File: config.mk
export PLATFORM = sky130hd
export DESIGN_NAME = sram_ctrl
export DESIGN_NICKNAME = d
export VERILOG_FILES = /design/src/rtl/sram_ctrl_pkg.sv /design/src/rtl/sram_ctrl_timer.sv /design/src/rtl/sram_ctrl_fsm.sv /design/src/rtl/sram_ctrl_pins.sv /design/src/rtl/sram_ctrl.sv
export SDC_FILE = /design/constraint.sdc
export NUM_CORES = 1
export LEC_CHECK = 0
export BUFFER_PORTS_ARGS = -buffer_cell sky130_fd_sc_hd__buf_2
export CORE_MARGIN = 2
export CORE_UTILIZATION = 45
export CTS_CLUSTER_SIZE = 30
export DETAILED_ROUTE_END_ITERATION = 7
export PLACE_DENSITY = 0.72
export SYNTH_ARGS = -nofsm -noshare
export SYNTH_HDL_FRONTEND = slang
export SYNTH_SLANG_ARGS = --single-unit
File: constraint.sdc
create_clock -name clk_i -period 2.2 [get_ports clk_i]
set_input_delay 0.33 -clock clk_i [delete_from_list [all_inputs] [get_ports clk_i]]
set_output_delay 0.33 -clock clk_i [all_outputs]
set_load 0.03 [all_outputs]
File: src/rtl/sram_ctrl_pkg.sv
package sram_ctrl_pkg;

  typedef enum logic [2:0] {
    ST_IDLE,
    ST_RD_ACC,
    ST_RD_CAP,
    ST_WR_SETUP,
    ST_WR_PULSE,
    ST_WR_HOLD,
    ST_TURN
  } state_e;

  // ceil(ns/per), never below one cycle
  function automatic int unsigned ns_to_cyc(int unsigned ns, int unsigned per);
    int unsigned c;
    c = (ns + per - 1) / per;
    return (c == 0) ? 1 : c;
  endfunction

  function automatic int unsigned max2(int unsigned a, int unsigned b);
    return (a > b) ? a : b;
  endfunction

endpackage

File: src/rtl/sram_ctrl_timer.sv
module sram_ctrl_timer
  import sram_ctrl_pkg::*;
#(
  parameter int unsigned CNT_W   = 4,
  parameter int unsigned SETUP_C = 1,
  parameter int unsigned PULSE_C = 1,
  parameter int unsigned HOLD_C  = 1,
  parameter int unsigned ACC_C   = 1,
  parameter int unsigned TURN_C  = 1
) (
  input  logic   clk_i,
  input  logic   rst_ni,
  input  logic   load_i,
  input  state_e state_d_i,
  output logic   done_o
);

  logic [CNT_W-1:0] cnt_q;
  logic [CNT_W-1:0] len_m1;

  always_comb begin
    unique case (state_d_i)
      ST_RD_ACC:   len_m1 = CNT_W'(ACC_C - 1);
      ST_WR_SETUP: len_m1 = CNT_W'(SETUP_C - 1);
      ST_WR_PULSE: len_m1 = CNT_W'(PULSE_C - 1);
      ST_WR_HOLD:  len_m1 = CNT_W'(HOLD_C - 1);
      ST_TURN:     len_m1 = CNT_W'(TURN_C - 1);
      default:     len_m1 = '0;
    endcase
  end

  always_ff @(posedge clk_i or negedge rst_ni) begin
    if (!rst_ni)              cnt_q <= '0;
    else if (load_i)          cnt_q <= len_m1;
    else if (cnt_q != '0)     cnt_q <= cnt_q - 1'b1;
  end

  assign done_o = (cnt_q == '0);

endmodule

File: src/rtl/sram_ctrl_fsm.sv
module sram_ctrl_fsm
  import sram_ctrl_pkg::*;
(
  input  logic   clk_i,
  input  logic   rst_ni,
  input  logic   req_i,
  input  logic   we_i,
  input  logic   done_i,
  output state_e state_q_o,
  output state_e state_d_o,
  output logic   accept_o,
  output logic   capture_o,
  output logic   ack_o
);

  state_e state_q, state_d;
  logic   ack_q;

  always_comb begin
    state_d = state_q;
    unique case (state_q)
      ST_IDLE:     if (req_i && !ack_q) state_d = we_i ? ST_WR_SETUP : ST_RD_ACC;
      ST_RD_ACC:   if (done_i) state_d = ST_RD_CAP;
      ST_RD_CAP:   state_d = ST_TURN;
      ST_TURN:     if (done_i) state_d = ST_IDLE;
      ST_WR_SETUP: if (done_i) state_d = ST_WR_PULSE;
      ST_WR_PULSE: if (done_i) state_d = ST_WR_HOLD;
      ST_WR_HOLD:  if (done_i) state_d = ST_IDLE;
      default:     state_d = ST_IDLE;
    endcase
  end

  assign accept_o  = (state_q == ST_IDLE) && (state_d != ST_IDLE);
  assign capture_o = (state_q == ST_RD_ACC) && (state_d == ST_RD_CAP);

  always_ff @(posedge clk_i or negedge rst_ni) begin
    if (!rst_ni) begin
      state_q <= ST_IDLE;
      ack_q   <= 1'b0;
    end else begin
      state_q <= state_d;
      ack_q   <= capture_o || ((state_q == ST_WR_HOLD) && (state_d == ST_IDLE));
    end
  end

  assign state_q_o = state_q;
  assign state_d_o = state_d;
  assign ack_o     = ack_q;


  ack_pulse_chk: assert property (@(posedge clk_i) disable iff (!rst_ni)
    ack_q |=> !ack_q);


  rd_ack_state_chk: assert property (@(posedge clk_i) disable iff (!rst_ni)
    (ack_q && !(state_q == ST_IDLE)) |-> (state_q == ST_RD_CAP));

endmodule

File: src/rtl/sram_ctrl_pins.sv
module sram_ctrl_pins
  import sram_ctrl_pkg::*;
#(
  parameter int unsigned ADDR_W = 13,
  parameter int unsigned DATA_W = 8
) (
  input  logic              clk_i,
  input  logic              rst_ni,
  input  state_e            state_d_i,
  input  logic              accept_i,
  input  logic              capture_i,
  input  logic [ADDR_W-1:0] addr_i,
  input  logic [DATA_W-1:0] wdata_i,
  input  logic [DATA_W-1:0] dq_i,
  output logic [ADDR_W-1:0] addr_o,
  output logic              sel_n_o,
  output logic              sel_o,
  output logic              oe_n_o,
  output logic              we_n_o,
  output logic [DATA_W-1:0] dq_o,
  output logic              dq_oe_o,
  output logic [DATA_W-1:0] rdata_o
);

  logic              nxt_sel, nxt_rd, nxt_wr, nxt_drv;
  logic [ADDR_W-1:0] addr_q;
  logic [DATA_W-1:0] wdata_q, rdata_q;

  assign nxt_rd  = (state_d_i == ST_RD_ACC);
  assign nxt_wr  = (state_d_i == ST_WR_PULSE);
  assign nxt_drv = (state_d_i == ST_WR_SETUP) || (state_d_i == ST_WR_PULSE) ||
                   (state_d_i == ST_WR_HOLD);
  assign nxt_sel = nxt_rd || nxt_drv;

  // strobes registered from next state: glitch-free at the pins
  always_ff @(posedge clk_i or negedge rst_ni) begin
    if (!rst_ni) begin
      sel_n_o <= 1'b1;
      sel_o   <= 1'b0;
      oe_n_o  <= 1'b1;
      we_n_o  <= 1'b1;
      dq_oe_o <= 1'b0;
    end else begin
      sel_n_o <= !nxt_sel;
      sel_o   <= nxt_sel;
      oe_n_o  <= !nxt_rd;
      we_n_o  <= !nxt_wr;
      dq_oe_o <= nxt_drv;
    end
  end

  always_ff @(posedge clk_i or negedge rst_ni) begin
    if (!rst_ni) begin
      addr_q  <= '0;
      wdata_q <= '0;
      rdata_q <= '0;
    end else begin
      if (accept_i) begin
        addr_q  <= addr_i;
        wdata_q <= wdata_i;
      end
      if (capture_i) rdata_q <= dq_i;
    end
  end

  assign addr_o  = addr_q;
  assign dq_o    = wdata_q;
  assign rdata_o = rdata_q;


  we_sel_chk: assert property (@(posedge clk_i) disable iff (!rst_ni)
    !we_n_o |-> (!sel_n_o && sel_o && oe_n_o));


  bus_excl_chk: assert property (@(posedge clk_i) disable iff (!rst_ni)
    dq_oe_o |-> oe_n_o);


  addr_hold_chk: assert property (@(posedge clk_i) disable iff (!rst_ni)
    (!sel_n_o && $past(!sel_n_o)) |-> $stable(addr_o));


  wdata_hold_chk: assert property (@(posedge clk_i) disable iff (!rst_ni)
    (dq_oe_o && $past(dq_oe_o)) |-> $stable(dq_o));


  we_rise_hold_chk: assert property (@(posedge clk_i) disable iff (!rst_ni)
    $rose(we_n_o) |-> (dq_oe_o && !sel_n_o));


  sel_pair_chk: assert property (@(posedge clk_i) disable iff (!rst_ni)
    sel_o == !sel_n_o);

endmodule

File: src/rtl/sram_ctrl.sv
module sram_ctrl
  import sram_ctrl_pkg::*;
#(
  parameter int unsigned ADDR_W        = 13,
  parameter int unsigned DATA_W        = 8,
  parameter int unsigned CLK_PERIOD_NS = 10,
  parameter int unsigned T_RC_NS       = 20,
  parameter int unsigned T_AA_NS       = 20,
  parameter int unsigned T_DOE_NS      = 8,
  parameter int unsigned T_HZOE_NS     = 8,
  parameter int unsigned T_WC_NS       = 20,
  parameter int unsigned T_PWE_NS      = 15,
  parameter int unsigned T_SD_NS       = 10,
  parameter int unsigned T_SA_NS       = 0,
  parameter int unsigned T_HA_NS       = 0,
  parameter int unsigned T_HD_NS       = 0
) (
  input  logic              clk_i,
  input  logic              rst_ni,
  input  logic              req_i,
  input  logic              we_i,
  input  logic [ADDR_W-1:0] addr_i,
  input  logic [DATA_W-1:0] wdata_i,
  output logic              ack_o,
  output logic [DATA_W-1:0] rdata_o,
  output logic [ADDR_W-1:0] mem_addr_o,
  output logic              mem_sel_n_o,
  output logic              mem_sel_o,
  output logic              mem_oe_n_o,
  output logic              mem_we_n_o,
  output logic [DATA_W-1:0] mem_dq_o,
  output logic              mem_dq_oe_o,
  input  logic [DATA_W-1:0] mem_dq_i
);

  localparam int unsigned P        = CLK_PERIOD_NS;
  localparam int unsigned SETUP_C  = ns_to_cyc(T_SA_NS, P);
  localparam int unsigned PULSE_C  = max2(ns_to_cyc(T_PWE_NS, P), ns_to_cyc(T_SD_NS, P));
  localparam int unsigned HOLD_MIN = max2(ns_to_cyc(T_HA_NS, P), ns_to_cyc(T_HD_NS, P));
  localparam int unsigned WC_C     = ns_to_cyc(T_WC_NS, P);
  localparam int unsigned HOLD_C   = (WC_C > SETUP_C + PULSE_C + HOLD_MIN) ?
                                     (WC_C - SETUP_C - PULSE_C) : HOLD_MIN;
  localparam int unsigned ACC_C    = max2(max2(ns_to_cyc(T_RC_NS, P), ns_to_cyc(T_AA_NS, P)),
                                          ns_to_cyc(T_DOE_NS, P));
  localparam int unsigned TURN_C   = ns_to_cyc(T_HZOE_NS, P);
  localparam int unsigned MAX_C    = max2(max2(max2(SETUP_C, PULSE_C), max2(HOLD_C, ACC_C)),
                                          TURN_C);
  localparam int unsigned CNT_W    = $clog2(MAX_C + 1);

  state_e state_q, state_d;
  logic   done, accept, capture;

  sram_ctrl_fsm u_fsm (
    .clk_i     (clk_i),
    .rst_ni    (rst_ni),
    .req_i     (req_i),
    .we_i      (we_i),
    .done_i    (done),
    .state_q_o (state_q),
    .state_d_o (state_d),
    .accept_o  (accept),
    .capture_o (capture),
    .ack_o     (ack_o)
  );

  sram_ctrl_timer #(
    .CNT_W   (CNT_W),
    .SETUP_C (SETUP_C),
    .PULSE_C (PULSE_C),
    .HOLD_C  (HOLD_C),
    .ACC_C   (ACC_C),
    .TURN_C  (TURN_C)
  ) u_timer (
    .clk_i     (clk_i),
    .rst_ni    (rst_ni),
    .load_i    (state_d != state_q),
    .state_d_i (state_d),
    .done_o    (done)
  );

  sram_ctrl_pins #(
    .ADDR_W (ADDR_W),
    .DATA_W (DATA_W)
  ) u_pins (
    .clk_i     (clk_i),
    .rst_ni    (rst_ni),
    .state_d_i (state_d),
    .accept_i  (accept),
    .capture_i (capture),
    .addr_i    (addr_i),
    .wdata_i   (wdata_i),
    .dq_i      (mem_dq_i),
    .addr_o    (mem_addr_o),
    .sel_n_o   (mem_sel_n_o),
    .sel_o     (mem_sel_o),
    .oe_n_o    (mem_oe_n_o),
    .we_n_o    (mem_we_n_o),
    .dq_o      (mem_dq_o),
    .dq_oe_o   (mem_dq_oe_o),
    .rdata_o   (rdata_o)
  );


  idle_pins_chk: assert property (@(posedge clk_i) disable iff (!rst_ni)
    (state_q == ST_IDLE) |-> (mem_sel_n_o && !mem_sel_o && mem_we_n_o && mem_oe_n_o && !mem_dq_oe_o));

endmodule

Word level (Yosys, flattened, before mapping)
Index checks and enable logic that the tools add are counted.
{ "op_classes": {"addsub": 1, "multipliers": 0, "div_mod_pow": 0, "magnitude_cmp": 0, "n_eq_ne": 12, "shift": 0, "muxes": 10, "bitwise": 0, "n_reduce_logical": 20} }
{ "op_table": {"columns": ["op", "n"], "rows": [
  ["case mux 3 bit (6 select lines)", 1],
  ["equality test 3 bit (second input constant)", 5],
  ["2-to-1 mux 3 bit", 5],
  ["equality test 3 x 2 -> 1 bit (second input constant)", 4],
  ["equality test 3 x 1 -> 1 bit (second input constant)", 2],
  ["logical NOT 3 bit", 2],
  ["2-to-1 mux 2 bit", 3],
  ["logical AND 1 bit", 4],
  ["logical NOT 1 bit", 4],
  ["logical OR 1 bit", 4],
  ["nonzero test 2 bit", 2],
  ["OR reduction 2 bit", 2],
  ["!= test 3 bit", 1],
  ["nonzero test 3 bit", 1],
  ["logical NOT 2 bit", 1],
  ["subtractor 2 x 1 -> 2 bit (second input constant)", 1],
  ["2-to-1 mux 1 bit", 1]
]} }
{ "totals": {"ff_bits": 40, "latchBits": 0, "ramBits": 0, "rom_bits": 0, "input_bits": 33, "output_inout_bits": 35, "mem_count": 0} }

Logic depth before layout (Yosys ltp)
{ "logic_depth": {"ltp_word": 9, "depth_mapped": 6, "mapped_depth_nobuf": 5} }

By module
From an unflattened synthesis, not the netlist that was laid out.
{ "unflattened": {"cells_unflattened": 110, "area_unflattened_um2": 1712.9} }
{ "modules_own_cells": {"columns": ["mod", "n_inst", "cells_each", "area_each_um2"], "rows": [
  ["sram_ctrl_pins", 1, 73, 1326.3],
  ["sram_ctrl_fsm", 1, 22, 241.5],
  ["sram_ctrl_timer", 1, 11, 113.9],
  ["sram_ctrl", 1, 4, 31.3]
]} }

Worst setup path after synthesis
Ideal clock, no wire load.
{ "synth_path": {"path_type": "reg-to-reg", "start": "reg u_timer.cnt_q[0]", "end": "reg u_pins.rdata_q[0], in the netlist u_pins.rdata_o[0]", "setup_ns": 0.128, "t_arrival_ns": 1.438, "required_ns": 2.072, "path_slack_ns": 0.634, "path_stages_with_launch": 6, "n_path_buf": 1, "synth_period_minus_slack_ns": 1.566, "path_cell_list": "dfrtp_1 > inv_1 > ha_1 > nor4bb_1 > buf_2 > mux2_1"} }
{ "synth_via": {"elab_chain_cells": 5, "elab_cells_between_ends": 8} }
{ "synth_lines": {"columns": ["element", "line_no", "text"], "rows": [
  ["from (decl)", "sram_ctrl_timer.sv:18", "logic [CNT_W-1:0] cnt_q;"],
  ["from (signal assigned)", "sram_ctrl_timer.sv:34", "else if (load_i) cnt_q <= len_m1;"],
  ["from (signal assigned)", "sram_ctrl_timer.sv:35", "else if (cnt_q != '0) cnt_q <= cnt_q - 1'b1;"],
  ["logical NOT 2 bit (*)", "sram_ctrl_timer.sv:38", "assign done_o = (cnt_q == '0);"],
  ["2-to-1 mux 3 bit (on tied branches)", null, null],
  ["case mux 3 bit (6 select lines) (*)", "sram_ctrl_fsm.sv:21", "unique case (state_q)"],
  ["equality test 3 x 2 -> 1 bit (*)", "sram_ctrl_fsm.sv:34", "assign capture_o = (state_q == ST_RD_ACC) && (state_d == ST_RD_CAP);"],
  ["logical AND 1 bit (*)", "sram_ctrl_fsm.sv:34", null],
  ["to (signal assigned)", "sram_ctrl_pins.sv:62", "if (capture_i) rdata_q <= dq_i;"],
  ["to (decl)", "sram_ctrl_pins.sv:27", "logic [DATA_W-1:0] wdata_q, rdata_q;"]
]} }
Every way passes the cells marked *; elsewhere a longest branch is shown, timed or not.
A chain may end at the register's enable or synchronous reset.

Final worst setup path
{ "layout_path": {"start": "reg u_fsm.state_q[1], in the netlist u_fsm.state_q_o[1]", "end": "reg u_pins.wdata_q[3], in the netlist u_pins.dq_o[3]"} }
{ "layout_via": {"elab_chain_cells": 5, "elab_cells_between_ends": 16} }
{ "layout_lines": {"columns": ["element", "line_no", "text"], "rows": [
  ["from (decl)", "sram_ctrl_fsm.sv:16", "state_e state_q, state_d;"],
  ["from (signal assigned)", "sram_ctrl_fsm.sv:41", "state_q <= state_d;"],
  ["equality test 3 bit", "sram_ctrl_fsm.sv:21", null],
  ["OR reduction 2 bit (no source line)", null, null],
  ["case mux 3 bit (6 select lines)", "sram_ctrl_fsm.sv:21", null],
  ["nonzero test 3 bit", "sram_ctrl_fsm.sv:33", "assign accept_o = (state_q == ST_IDLE) && (state_d != ST_IDLE);"],
  ["logical AND 1 bit (*)", "sram_ctrl_fsm.sv:33", null],
  ["to (signal assigned)", "sram_ctrl_pins.sv:60", "wdata_q <= wdata_i;"],
  ["to (decl)", "sram_ctrl_pins.sv:27", null]
]} }
Marked as above.

==> results.md <==
- CTS tree: built
- Die span in x: 67.5 um
- Largest net degree at the start of global routing: 41
- Crit path DAT: 1.94 ns
- Rel. slew slack: 42.3%
- Netlist Area Pre-Place: 1810 um2
- Routability cong.: 0.719
- Largest family of logic cells by synthesized area: multiplexers
- Synth Instances: 124
- Die height: 67.5 um
- Worst Skew: 0.00540 ns
- Status: finished, final reports clean
- Starting density of the core: 46.0%
- DR pass1 iterations: 4
- Clock sinks: 40
- DRT antenna net count: 0
- Startpoint Class: register
- Die area: 4560 um2
- Clock latency at the later pin of the worst-skew pair: 0.29 ns
- Routed vias: 1,212
- Crit Path Category: reg2reg
- Rows: 23
- Sw Ratio: 42.3%
- Final Hold Fails: 0
- 1st-iter DRT viols: 53
- ANT cells: 0
- RSZ-0062 raised after global routing: no
- Dpl hpwl: 2520 um
- Initial antenna violation count: 0
- Sequential fraction of the synthesis area: 55.4%
- Buffers on Ports: 67
- Gate power share: 51.2%
- Worst flop-to-flop path startpoint: u_fsm.state_q_o[1]$_DFF_PN0_
- Critical Path Source: u_fsm.state_q_o[1]$_DFF_PN0_
- Root Driver: clkbuf_8
- Largest stage delay, worst path: 0.58 ns
- Least-Margin Pin Slew: 0.865 ns
- Number of post-CTS setup repair buffers: 0
- Worst setup EP type: register
- CP required: 2.38 ns
- Max Cap Viol: 0
- Gr usage total: 15.9%
- Psw: 1710 uW
- Nets: 225
- DRC violations left: 0
- Worst-path fanout max: 22
- Number of global-route vias before repair: 1,095
- Resized cells post-CTS: 0
- Synth Area in Simple Gates: 9.17%
- Synthesis Warnings: 0
- First-pass GRT wire length: 5150 um
- Seq cells post-synth: 40
- Sequential power share: 34.3%
- Synth Area in Compound Gates: 6.28%
- Post-CTS Hold Fix Bufs: 0
- Worst r2r dst: u_pins.dq_o[3]$_DFFE_PN0P_
- Endpoints failing setup: 0
- Post-synth net total: 158
- Total power: 4030 uW
- Maximum vdd drop: 0.000566 V
- Worst setup endpoint: u_pins.dq_o[3]$_DFFE_PN0P_
- Max-slew violation count: 0
- Setup TNS: 0 ns
- Clk pwr share: 14.6%
- PwrDens: 1790 nW/um2
- Reg2reg path depth: 3
- Layout area overhead: 23.9%
- Adder-cell share of the synthesized area: 0.690%
- Min-Delay Path Class: in2async
- Final Cycle Share: 79.8%
- R2r setup slk: 0.44 ns
- Critical path, cell by cell: nor3_2 -> and2_4 -> mux2_2
- Post-Synth XOR/XNOR Area: 0.966%
- Routed WL: 3480 um
- Num ports: 68
- Worst-path clk slew: 0.08 ns
- Layout cell share with drive strength beyond 1: 54.2%
- GRT overflow: 0
- Power Internal: 2320 uW
- Vias/cell: 5.01
- Synthesized area per cell: 14.6 um2
- Routed len/inst: 14.4 um
- Mux contribution to synthesized area: 21.9%
- Highest Clock Rate: 570 MHz
- CP max stage cell: dfrtp_1
- TritonCTS Buffers: 5
- Clk buf depth: 2
- Unique cell type count in the Yosys netlist: 38
- Tmin final: 1.76 ns
- Core ar.: 3940 um2
- H-tree lvl count: 2
- Leakage: 0.00111 uW
[registers in the layout, summed over array words and instances (netlist names)]
signal / flops
u_pins.addr_o: 13
u_pins.we_n_o: 1
u_fsm.state_q_o: 3
u_pins.dq_oe_o: 1
u_pins.dq_o: 8
u_pins.oe_n_o: 1
u_pins.sel_o: 1
u_pins.sel_n_o: 1
u_pins.rdata_o: 8
u_fsm.ack_o: 1
u_timer.cnt_q: 2
[kinds of logic after synthesis]
| logic type | after synthesis |
|---|---|
| buffers and inverters | 11 |
| AND/OR/NAND/NOR | 27 |
| XOR/XNOR | 2 |
| multiplexers | 29 |
| AO/OA/AOI/OAI | 14 |
| adder cells (fa/ha/maj) | 1 |
| flip-flops | 40 |
[critical path: cells and delay by family (launching register included)]
family	cells	cell delay, ns
and+or+nand+nor	2	0.67
DFF	1	0.58
muxes	1	0.38
[worst min path at each step]
stage	start	to
2_1_floorplan	rst_ni	u_fsm.ack_o$_DFF_PN0_
3_3_place_gp	u_pins.rdata_o[4]$_DFFE_PN0P_	u_pins.rdata_o[4]$_DFFE_PN0P_
3_5_place_dp	u_pins.rdata_o[2]$_DFFE_PN0P_	u_pins.rdata_o[2]$_DFFE_PN0P_
4_1_cts	rst_ni	u_pins.dq_o[1]$_DFFE_PN0P_
5_1_grt	rst_ni	u_pins.dq_o[1]$_DFFE_PN0P_
6_report	rst_ni	u_pins.dq_o[1]$_DFFE_PN0P_
[cell usage after synthesis (all sizes together)]
cell type | instances | area, um2
dfrtp | 37 | 926
mux2 | 29 | 398
buf | 9 | 93.8
nand2 | 5 | 18.8
nor2 | 5 | 18.8
a21oi | 3 | 15.0
dfstp | 3 | 78.8
nand2b | 3 | 18.8
inv | 2 | 7.51
nand3b | 2 | 15.0
nor2b | 2 | 12.5
nor4b | 2 | 17.5
or3 | 2 | 12.5
xor2 | 2 | 17.5
a211o | 1 | 8.76
a221o | 1 | 10.0
a221oi | 1 | 8.76
a22oi | 1 | 7.51
a31o | 1 | 8.76
a31oi | 1 | 6.26
and2 | 1 | 8.76
and3 | 1 | 6.26
and3b | 1 | 8.76
ha | 1 | 12.5
nor3 | 1 | 10.0
nor4bb | 1 | 10.0
o21a | 1 | 7.51
o22ai | 1 | 6.26
o311ai | 1 | 8.76
o32a | 1 | 10.0
o32ai | 1 | 16.3
or3b | 1 | 8.76
[cells in the final DEF (no fill, tap or decap), drive strengths merged, types with 2 or more instances in the layout]
cell and instances:
dfrtp 37, nor2b 2, a21oi 3, nand2b 3
nor4b 2, dfstp 3, xor2 2, nand2 5
nor2 5, nand3b 2, or3 2, mux2 29
buf 69, inv 2, clkbuf 6
[power by group through the flow]
stage                     registers (uW)  logic, uW  clock network (uW)
final                               1380       2060                 587
after CTS                           1380       2090                 595
after global routing                1430       2200                 632
after detailed placement            1390       2080                   0
after floorplan                     1960       1060                   0
after global placement              1360       2030                   0
[routing by layer]
metal / part of all wire [%] / GRT usage (%)
met5: 0 / 0
met4: 1.4 / 6.89
met3: 7.6 / 6.00
met2: 49 / 23.7
met1: 42 / 20.7
[cell type report]
type                            count  area, um2
Fill cell                         335       1700
Sequential cell                    40       1000
Multi-Input combinational cell     73        714
Timing Repair Buffer               69        350
Clock buffer                        6       72.6
Tap cell                           50       62.6
Clock inverter                      2       35.0
Inverter                            2       7.51
[per-stage QoR]
step | utilization [%] | worst slack [ns] | cell area [um2] | hold slack [ns] | instances
CTS | 57.0 | 0.431 | 2250 | 0.172 | 242
detailed placement | 54.3 | 0.446 | 2140 | 0.472 | 234
global placement | 54.3 | 0.513 | 2140 | 0.464 | 234
finish | 57.0 | 0.445 | 2250 | 0.146 | 242
floorplan | - | 0.634 | 1810 | 0.0344 | 124
global route | 57.0 | 0.345 | 2250 | 0.230 | 242
Power figures use the tool's default switching activity.
